### src/rtl/ishf_pkg.sv
package ishf_pkg;
  typedef enum logic {
    OP_HALF = 1'b0,
    OP_ACC  = 1'b1
  } ishf_op_e;

  typedef struct packed {
    logic az;
    logic an;
    logic v;
    logic vs;
  } ishf_flags_t;
endpackage

### src/rtl/ishf_half_path.sv
module ishf_half_path #(
  parameter int unsigned W      = 16,
  parameter int unsigned CODE_W = 5
) (
  input  logic [W-1:0]      data_i,
  input  logic [CODE_W-1:0] code_i,
  output logic [W-1:0]      res_o,
  output logic              is_left_o,
  output logic              ovf_o
);
  localparam int unsigned SPAN = 2 * W;

  logic [CODE_W-1:0] left_amt;
  logic [W-1:0]      shl_val;
  logic [W-1:0]      shr_val;
  logic [W-1:0]      sat_val;

  always_comb begin
    is_left_o = (code_i > CODE_W'(W));
    left_amt  = CODE_W'(SPAN - int'(code_i));
    shl_val   = data_i << left_amt;
    shr_val   = W'($signed(data_i) >>> code_i);
    sat_val   = data_i[W-1] ? {1'b1, {(W-1){1'b0}}} : {1'b0, {(W-1){1'b1}}};
    ovf_o     = 1'b0;
    if (is_left_o) begin
      for (int i = 0; i < int'(W) - 1; i++) begin
        if ((i < int'(left_amt)) && (data_i[W-2-i] != data_i[W-1])) ovf_o = 1'b1;
      end
    end
    if (!is_left_o)  res_o = shr_val;
    else if (ovf_o)  res_o = sat_val;
    else             res_o = shl_val;
  end
endmodule

### src/rtl/ishf_acc_path.sv
module ishf_acc_path #(
  parameter int unsigned EXT_W = 8,
  parameter int unsigned LO_W  = 32,
  parameter int unsigned AMT_W = 5
) (
  input  logic [EXT_W-1:0] ext_i,
  input  logic [LO_W-1:0]  lo_i,
  input  logic [AMT_W-1:0] amt_i,
  output logic [EXT_W-1:0] ext_o,
  output logic [LO_W-1:0]  lo_o,
  output logic             zero_o,
  output logic             neg_o
);
  localparam int unsigned ACC_W = EXT_W + LO_W;

  logic [ACC_W-1:0] shifted;

  always_comb begin
    shifted = ACC_W'($signed({ext_i, lo_i}) >>> amt_i);
    ext_o   = shifted[ACC_W-1:LO_W];
    lo_o    = shifted[LO_W-1:0];
    zero_o  = (shifted == '0);
    neg_o   = shifted[ACC_W-1];
  end
endmodule

### src/rtl/ishf_flag_regs.sv
module ishf_flag_regs
  import ishf_pkg::*;
#(
  parameter int unsigned NUM_ACC = 2
) (
  input  logic                clk,
  input  logic                rst_n,
  input  ishf_flags_t         we_i,
  input  ishf_flags_t         val_i,
  input  logic [NUM_ACC-1:0]  av_clr_i,
  output ishf_flags_t         flags_o,
  output logic [NUM_ACC-1:0]  av_o
);
  ishf_flags_t        flags_q, flags_d;
  logic [NUM_ACC-1:0] av_q, av_d;

  always_comb begin
    flags_d    = flags_q;
    if (we_i.az) flags_d.az = val_i.az;
    if (we_i.an) flags_d.an = val_i.an;
    if (we_i.v)  flags_d.v  = val_i.v;
    if (we_i.vs) flags_d.vs = val_i.vs;
  end

  for (genvar g = 0; g < int'(NUM_ACC); g++) begin : g_av
    always_comb av_d[g] = av_clr_i[g] ? 1'b0 : av_q[g];
  end

  always_ff @(posedge clk or negedge rst_n) begin
    if (!rst_n) begin
      flags_q <= '0;
      av_q    <= '0;
    end else begin
      flags_q <= flags_d;
      av_q    <= av_d;
    end
  end

  assign flags_o = flags_q;
  assign av_o    = av_q;

  p_vs_sticky_r6: assert property (@(posedge clk) disable iff (!rst_n)
    flags_q.vs |=> flags_q.vs)
    else $error("p_vs_sticky_r6");
endmodule

### src/rtl/imm_shift_unit.sv
module imm_shift_unit
  import ishf_pkg::*;
#(
  parameter int unsigned HALF_W  = 16,
  parameter int unsigned EXT_W   = 8,
  parameter int unsigned LO_W    = 32,
  parameter int unsigned NUM_ACC = 2,
  parameter int unsigned IMM_W   = 6
) (
  input  logic               clk,
  input  logic               rst_n,
  input  logic               valid_i,
  input  logic               op_acc_i,
  input  logic               acc_sel_i,
  input  logic [IMM_W-1:0]   imm_i,
  input  logic [HALF_W-1:0]  half_i,
  input  logic [EXT_W-1:0]   acc_ext_i,
  input  logic [LO_W-1:0]    acc_lo_i,
  output logic [HALF_W-1:0]  half_o,
  output logic [EXT_W-1:0]   acc_ext_o,
  output logic [LO_W-1:0]    acc_lo_o,
  output logic               flag_az_o,
  output logic               flag_an_o,
  output logic               flag_v_o,
  output logic               flag_vs_o,
  output logic [NUM_ACC-1:0] flag_av_o
);
  localparam int unsigned CODE_W = $clog2(2 * HALF_W);
  localparam int unsigned ACC_W  = EXT_W + LO_W;

  ishf_op_e          op;
  logic [CODE_W-1:0] code;
  logic              unused_imm_hi;

  assign op            = ishf_op_e'(op_acc_i);
  assign code          = imm_i[CODE_W-1:0];
  assign unused_imm_hi = ^imm_i[IMM_W-1:CODE_W];

  logic [HALF_W-1:0] h_res;
  logic              h_left, h_ovf;
  logic [EXT_W-1:0]  a_ext;
  logic [LO_W-1:0]   a_lo;
  logic              a_zero, a_neg;

  ishf_half_path #(.W(HALF_W), .CODE_W(CODE_W)) u_half (
    .data_i(half_i), .code_i(code), .res_o(h_res),
    .is_left_o(h_left), .ovf_o(h_ovf)
  );

  ishf_acc_path #(.EXT_W(EXT_W), .LO_W(LO_W), .AMT_W(CODE_W)) u_acc (
    .ext_i(acc_ext_i), .lo_i(acc_lo_i), .amt_i(code),
    .ext_o(a_ext), .lo_o(a_lo), .zero_o(a_zero), .neg_o(a_neg)
  );

  // Flag write enables and values
  ishf_flags_t        fl_we, fl_val, fl_q;
  logic [NUM_ACC-1:0] av_clr;
  logic               half_en, acc_en;

  always_comb begin
    half_en = valid_i && (op == OP_HALF);
    acc_en  = valid_i && (op == OP_ACC);
    fl_we   = '0;
    fl_val  = '0;
    av_clr  = '0;
    if (half_en && h_left) begin
      fl_we.az  = 1'b1;
      fl_we.an  = 1'b1;
      fl_we.v   = 1'b1;
      fl_we.vs  = h_ovf;
      fl_val.az = (h_res == '0);
      fl_val.an = h_res[HALF_W-1];
      fl_val.v  = h_ovf;
      fl_val.vs = 1'b1;
    end else if (acc_en) begin
      fl_we.az  = 1'b1;
      fl_we.an  = 1'b1;
      fl_val.az = a_zero;
      fl_val.an = a_neg;
      av_clr    = NUM_ACC'(1) << acc_sel_i;
    end
  end

  ishf_flag_regs #(.NUM_ACC(NUM_ACC)) u_flags (
    .clk(clk), .rst_n(rst_n), .we_i(fl_we), .val_i(fl_val),
    .av_clr_i(av_clr), .flags_o(fl_q), .av_o(flag_av_o)
  );

  // Result registers
  logic [HALF_W-1:0] half_q, half_d;
  logic [EXT_W-1:0]  ext_q, ext_d;
  logic [LO_W-1:0]   lo_q, lo_d;

  always_comb begin
    half_d = half_en ? h_res : half_q;
    ext_d  = acc_en  ? a_ext : ext_q;
    lo_d   = acc_en  ? a_lo  : lo_q;
  end

  always_ff @(posedge clk or negedge rst_n) begin
    if (!rst_n) begin
      half_q <= '0;
      ext_q  <= '0;
      lo_q   <= '0;
    end else begin
      half_q <= half_d;
      ext_q  <= ext_d;
      lo_q   <= lo_d;
    end
  end

  assign half_o    = half_q;
  assign acc_ext_o = ext_q;
  assign acc_lo_o  = lo_q;
  assign flag_az_o = fl_q.az;
  assign flag_an_o = fl_q.an;
  assign flag_v_o  = fl_q.v;
  assign flag_vs_o = fl_q.vs;

  p_v_needs_vs_r3: assert property (@(posedge clk) disable iff (!rst_n)
    flag_v_o |-> flag_vs_o)
    else $error("p_v_needs_vs_r3");

  p_sat_sign_r3: assert property (@(posedge clk) disable iff (!rst_n)
    (valid_i && !op_acc_i && code > CODE_W'(HALF_W)) |=>
      (!flag_v_o || half_o == ($past(half_i[HALF_W-1]) ?
        {1'b1, {(HALF_W-1){1'b0}}} : {1'b0, {(HALF_W-1){1'b1}}})))
    else $error("p_sat_sign_r3");

  p_left_flags_r4: assert property (@(posedge clk) disable iff (!rst_n)
    (valid_i && !op_acc_i && code > CODE_W'(HALF_W)) |=>
      (flag_az_o == (half_o == '0) && flag_an_o == half_o[HALF_W-1]))
    else $error("p_left_flags_r4");

  p_right_flags_stable_r5: assert property (@(posedge clk) disable iff (!rst_n)
    (valid_i && !op_acc_i && code <= CODE_W'(HALF_W)) |=>
      ($stable(flag_az_o) && $stable(flag_an_o) && $stable(flag_v_o) &&
       $stable(flag_vs_o) && $stable(flag_av_o)))
    else $error("p_right_flags_stable_r5");

  p_acc_flags_r8: assert property (@(posedge clk) disable iff (!rst_n)
    (valid_i && op_acc_i) |=>
      (flag_an_o == acc_ext_o[EXT_W-1] &&
       flag_az_o == ({acc_ext_o, acc_lo_o} == ACC_W'(0)) &&
       $stable(flag_v_o) && $stable(flag_vs_o)))
    else $error("p_acc_flags_r8");

  p_idle_hold_r9: assert property (@(posedge clk) disable iff (!rst_n)
    !valid_i |=> ($stable(half_o) && $stable(acc_ext_o) && $stable(acc_lo_o)))
    else $error("p_idle_hold_r9");
endmodule

### config.mk
export PLATFORM = sky130hd
export DESIGN_NAME = imm_shift_unit
export DESIGN_NICKNAME = d
export VERILOG_FILES = /design/src/rtl/ishf_pkg.sv /design/src/rtl/ishf_half_path.sv /design/src/rtl/ishf_acc_path.sv /design/src/rtl/ishf_flag_regs.sv /design/src/rtl/imm_shift_unit.sv
export SDC_FILE = /design/constraint.sdc
export NUM_CORES = 1
export LEC_CHECK = 0
export BUFFER_PORTS_ARGS = -buffer_cell sky130_fd_sc_hd__buf_2
export CAP_MARGIN = 15
export CORE_MARGIN = 1.5
export CORE_UTILIZATION = 62
export CTS_CLUSTER_DIAMETER = 200
export DETAILED_ROUTE_END_ITERATION = 6
export PLACE_DENSITY = 0.86
export SLEW_MARGIN = 20
export SYNTH_ARGS = -nofsm -noshare
export SYNTH_HDL_FRONTEND = slang
export SYNTH_SLANG_ARGS = --single-unit
### constraint.sdc
create_clock -name clk -period 1.1 [get_ports clk]
set_input_delay 0.055 -clock clk [delete_from_list [all_inputs] [get_ports clk]]
set_output_delay 0.055 -clock clk [all_outputs]
set_load 0.05 [all_outputs]
==> results.yml, run 1 <==
place:
  gpl.final_weighted_congestion: 1.09
  post-place-cells: 1228
  hpwlAfterDp_um: 20100
  portBuffers: 124
status:
  status: "aborted with a tool error"
  haltStage: "clock tree synthesis (4_1_cts)"
  error: "[ERROR DPL-0038] Utilization greater than 100%, impossible to legalize"
floorplanning:
  fp.dieW_um: 106
  start_util: 0.639
  ios: 129
  die_h_um: 106
  rows: 37
logic_synthesis:
  synth_flop_cell: "dfrtp_1"
  yosys_warnings: 0
  ys_types: 67
  netlist_area_sq_mm: 0.00663
  yosysSeqAreaShare: 0.227
  synth_edf_count: 0
  synth-async-reset-ratio: 1.00
  syn_area_per_cell_sq_um: 8.13
  ys_ff_latch: 60
  synthCells: 815
clock_tree:
  cts_max_path_buffers: 2
  cts_root_buf: "clkbuf_8"
  postCtsHoldBufs: 1
  cts_num_sinks: 60
  htreeDepth: 3
  ctsResizeCount: 277
  numCtsBuffers: 9
  cts_setup_buffers: 66
## synth_stat cells (all sizes together), types with 8 or more instances
| cell type | instances | area [sq um] |
|---|---|---|
| a211oi | 10 | 75.1 |
| a21oi | 48 | 240 |
| a311oi | 8 | 70.1 |
| a31oi | 13 | 81.3 |
| buf | 35 | 203 |
| clkbuf | 40 | 150 |
| dfrtp | 60 | 1500 |
| inv | 8 | 30.0 |
| mux2 | 22 | 248 |
| mux2i | 48 | 484 |
| mux4 | 49 | 1100 |
| nand2 | 172 | 646 |
| nand3 | 15 | 75.1 |
| nor2 | 69 | 259 |
| nor3 | 12 | 65.1 |
| o211ai | 19 | 143 |
| o21a | 12 | 90.1 |
| o21ai | 70 | 350 |
## cells by family after synthesis
logic type,synth area share
simple gates,0.205
compound gates,0.222
mux,0.277
buf+inv,0.0589
flops,0.227
xor+xnor,0.00661
fa+ha+maj,0.00377
other cells,0.000566
## stage by stage
stage,util,setup slack [ns],cell area [sq um],hold slack [ns]
detailed placement,0.872,-1.99,9040,0.0803
global placement,0.872,-1.92,9040,0.0741
floorplan,-,-1.98,6940,-0.241
==> run 2: changes to the inputs <==
CORE_UTILIZATION = 40   (was 62)
CTS_CLUSTER_DIAMETER = unset   (was 200)
PLACE_DENSITY = unset   (was 0.86)
PLACE_DENSITY_LB_ADDON = 0.15   (was unset)
==> results.yml, run 2 <==
drt:
  drt_first_pass_iters: 5
  vias: 7871
  routed_wl_um: 25600
  dr.first_iter.drc_count: 545
  drt-wirelength-per-cell_um: 18.3
  antenna_left: 0
  drc: 0
  via_per_inst: 5.63
critical_path:
  endpoint_kind: "register"
  critPathMaxFanout: 8
  slowest_stage: "or3_4"
  crit_family: "simple AND/OR/NAND/NOR gates"
  worstSetupStartpoint: "imm_i[0]"
  r2r_start: "u_flags.flags_o[3]"
  cp.required_ns: 1.31
  crit_top_cell: "buf_4"
  criticalPathCategory: "in2reg"
  slowest_delay_ns: 0.38
  critPathLaunchType: "input port"
  arrival_ns: 2.83
  crit_buf_inv: 5
  worstPathCellList: "buf_16 > clkinv_8 > ha_4 > nand2_4 > ha_4 > or3_4 > a21oi_4 > o2111ai_2 > a32oi_1 > buf_4 > nand2_2 > nor2_4 > or2_4 > buf_4 > o211ai_1 > buf_4 > a41o_1"
logic_synthesis:
  synth_area_leaders: "dfrtp_1 23%, mux4_2 17%, nand2_1 9.7%, mux2i_1 7.1%, o21ai_0 5.0%"
  yosys_warnings: 0
  ys_ff_latch: 60
  synthTopCellsByCount: "172 x nand2_1, 69 x nor2_1, 66 x o21ai_0, 60 x dfrtp_1, 49 x mux4_2"
  syn_area_per_cell_sq_um: 8.13
  yosys.area.top_type: "dfrtp_1"
  synth_most_common_cell: "nand2_1"
  netlist_area_sq_mm: 0.00663
  synth_edf_count: 0
  synth_top_area_frac: 0.227
  synth_flop_cell: "dfrtp_1"
  synth-async-reset-ratio: 1.00
  yosysSeqAreaShare: 0.227
  ys_types: 67
  synthCells: 815
floorplanning:
  core_sq_mm: 0.0161
  fp.dieW_um: 132
  start_util: 0.413
  ios: 129
  die_h_um: 132
  rows: 46
  dieArea_sq_mm: 0.0174
clock_tree:
  cts_max_path_buffers: 2
  cts_root_buf: "clkbuf_16"
  clk_latency_ns: 0.32
  htreeDepth: 3
  tritoncts: "yes"
  numCtsBuffers: 9
  clk_pin_slew_ns: 0.05
  cts_num_sinks: 60
place:
  post-place-cells: 1339
  gpl.final_weighted_congestion: 0.946
  hpwlAfterDp_um: 19100
  portBuffers: 124
timing:
  max_freq_mhz: 382
  fin_tns_setup_ns: -41.96
  holdWs_ns: 0.171
  worstMarginPinSlew_ns: 0.586
  finalCritPeriodShare: 2.38
  slew_headroom: 0.605
  slew_violations: 0
  fin_worst_skew_ns: 0
  period_minus_slack_ns: 2.61
  rsz0062_at_grt: "true"
  setup_viol: 59
  layout_setup_ws_ns: -1.51
  hold_viol: 0
global_route:
  grt_overflow: 0
  grt_pass1_wl_um: 40200
  grt_pass1_vias: 7481
  track_usage: 0.288
  grt_max_degree: 51
  antenna_found_initial: 0
final_layout:
  area_delta_synth_final_pct: 68.0
  antenna_cells: 0
  final_cell_mix: "241 x buf_4, 156 x nand2_1, 120 x buf_2"
  drive_above_1_share: 0.555
  largest_reg_flops: 32
  nNetsFinal: 1247
  postLayoutCoreUtil: 0.694
  finalNonFillerCells: 1399
  final_common_cell: "buf_4"
power_and_ir_drop:
  peakVddDrop_mv: 0.900
  p_total_mw: 12.6
  leakage_nw: 5.03
  pwr_density_cell_mw_per_mm2: 1130
worst_hold_path:
  hold_class: "in2async"
status:
  violations: "negative setup slack"
  status: "finished, violations left"
job:
  maxCapViolCount: 0
run 2: cell counts after synthesis:
Identical to the previous run, type by type.
run 2: power breakdown:
group,switching [mW],internal [mW]
clock network,0.994,2.21
registers,0.179,2.55
logic,3.83,2.81
run 2: cell type report:
type	instances	area, sq um
clock buffer	10	229
clock inverter	6	111
fill	1265	4920
inverter	10	62.6
multi-input combinational	671	5630
sequential	60	1500
tap	216	270
timing repair buffer	426	3330
run 2: timing repair:
item | CTS | global route
hold buffers | 1 | 0
setup endpoints to repair | 59 | 59
resized for setup | 161 | 92
gates cloned | 3 | 0
pin swaps | 46 | 28
hold endpoints to repair | 60 | 0
setup buffers | 30 | 16
run 2: final timing paths:
kind | endpoint | cells after the start | slack, ns
worst max-delay path | u_flags.flags_o[3] | 17 | -1.51
worst min-delay path | acc_ext_o[3] | 2 | 0.17
worst max register to register | u_flags.flags_o[3] | 3 | 0.15
worst min register to register | half_o[0] | 2 | 0.47
max in group asynchronous | half_o[7] | 3 | 0.47
min in group clk | half_o[4] | 4 | 0.27
run 2: stage by stage:
| step | setup slack, ns | instance area, sq um |
|---|---|---|
| final | -1.51 | 11100 |
| after global routing | -1.59 | 11100 |
| after global placement | -1.99 | 9370 |
| after floorplan | -1.98 | 6940 |
| after CTS | -1.38 | 10600 |
| after detailed placement | -2.02 | 9370 |
run 2: per-layer routing:
metal	vias to the layer above	GRT usage	wire, um
met3	20	0.0354	1400
li1	3759	-	-
met5	-	0	0
met4	0	0.0673	265
met1	3775	0.435	12100
met2	317	0.440	11800
run 2: logic make-up after synthesis:
logic type / after synthesis / synth area share
buffers and inverters: 85 / 0.0589
other: 1 / 0.000566
and+or+nand+nor: 314 / 0.205
DFF: 60 / 0.227
xor gates and xnor gates: 5 / 0.00661
AOI/OAI and AO/OA: 229 / 0.222
muxes: 119 / 0.277
adders and majority gates: 2 / 0.00377
(Power assumes the default switching activity.)
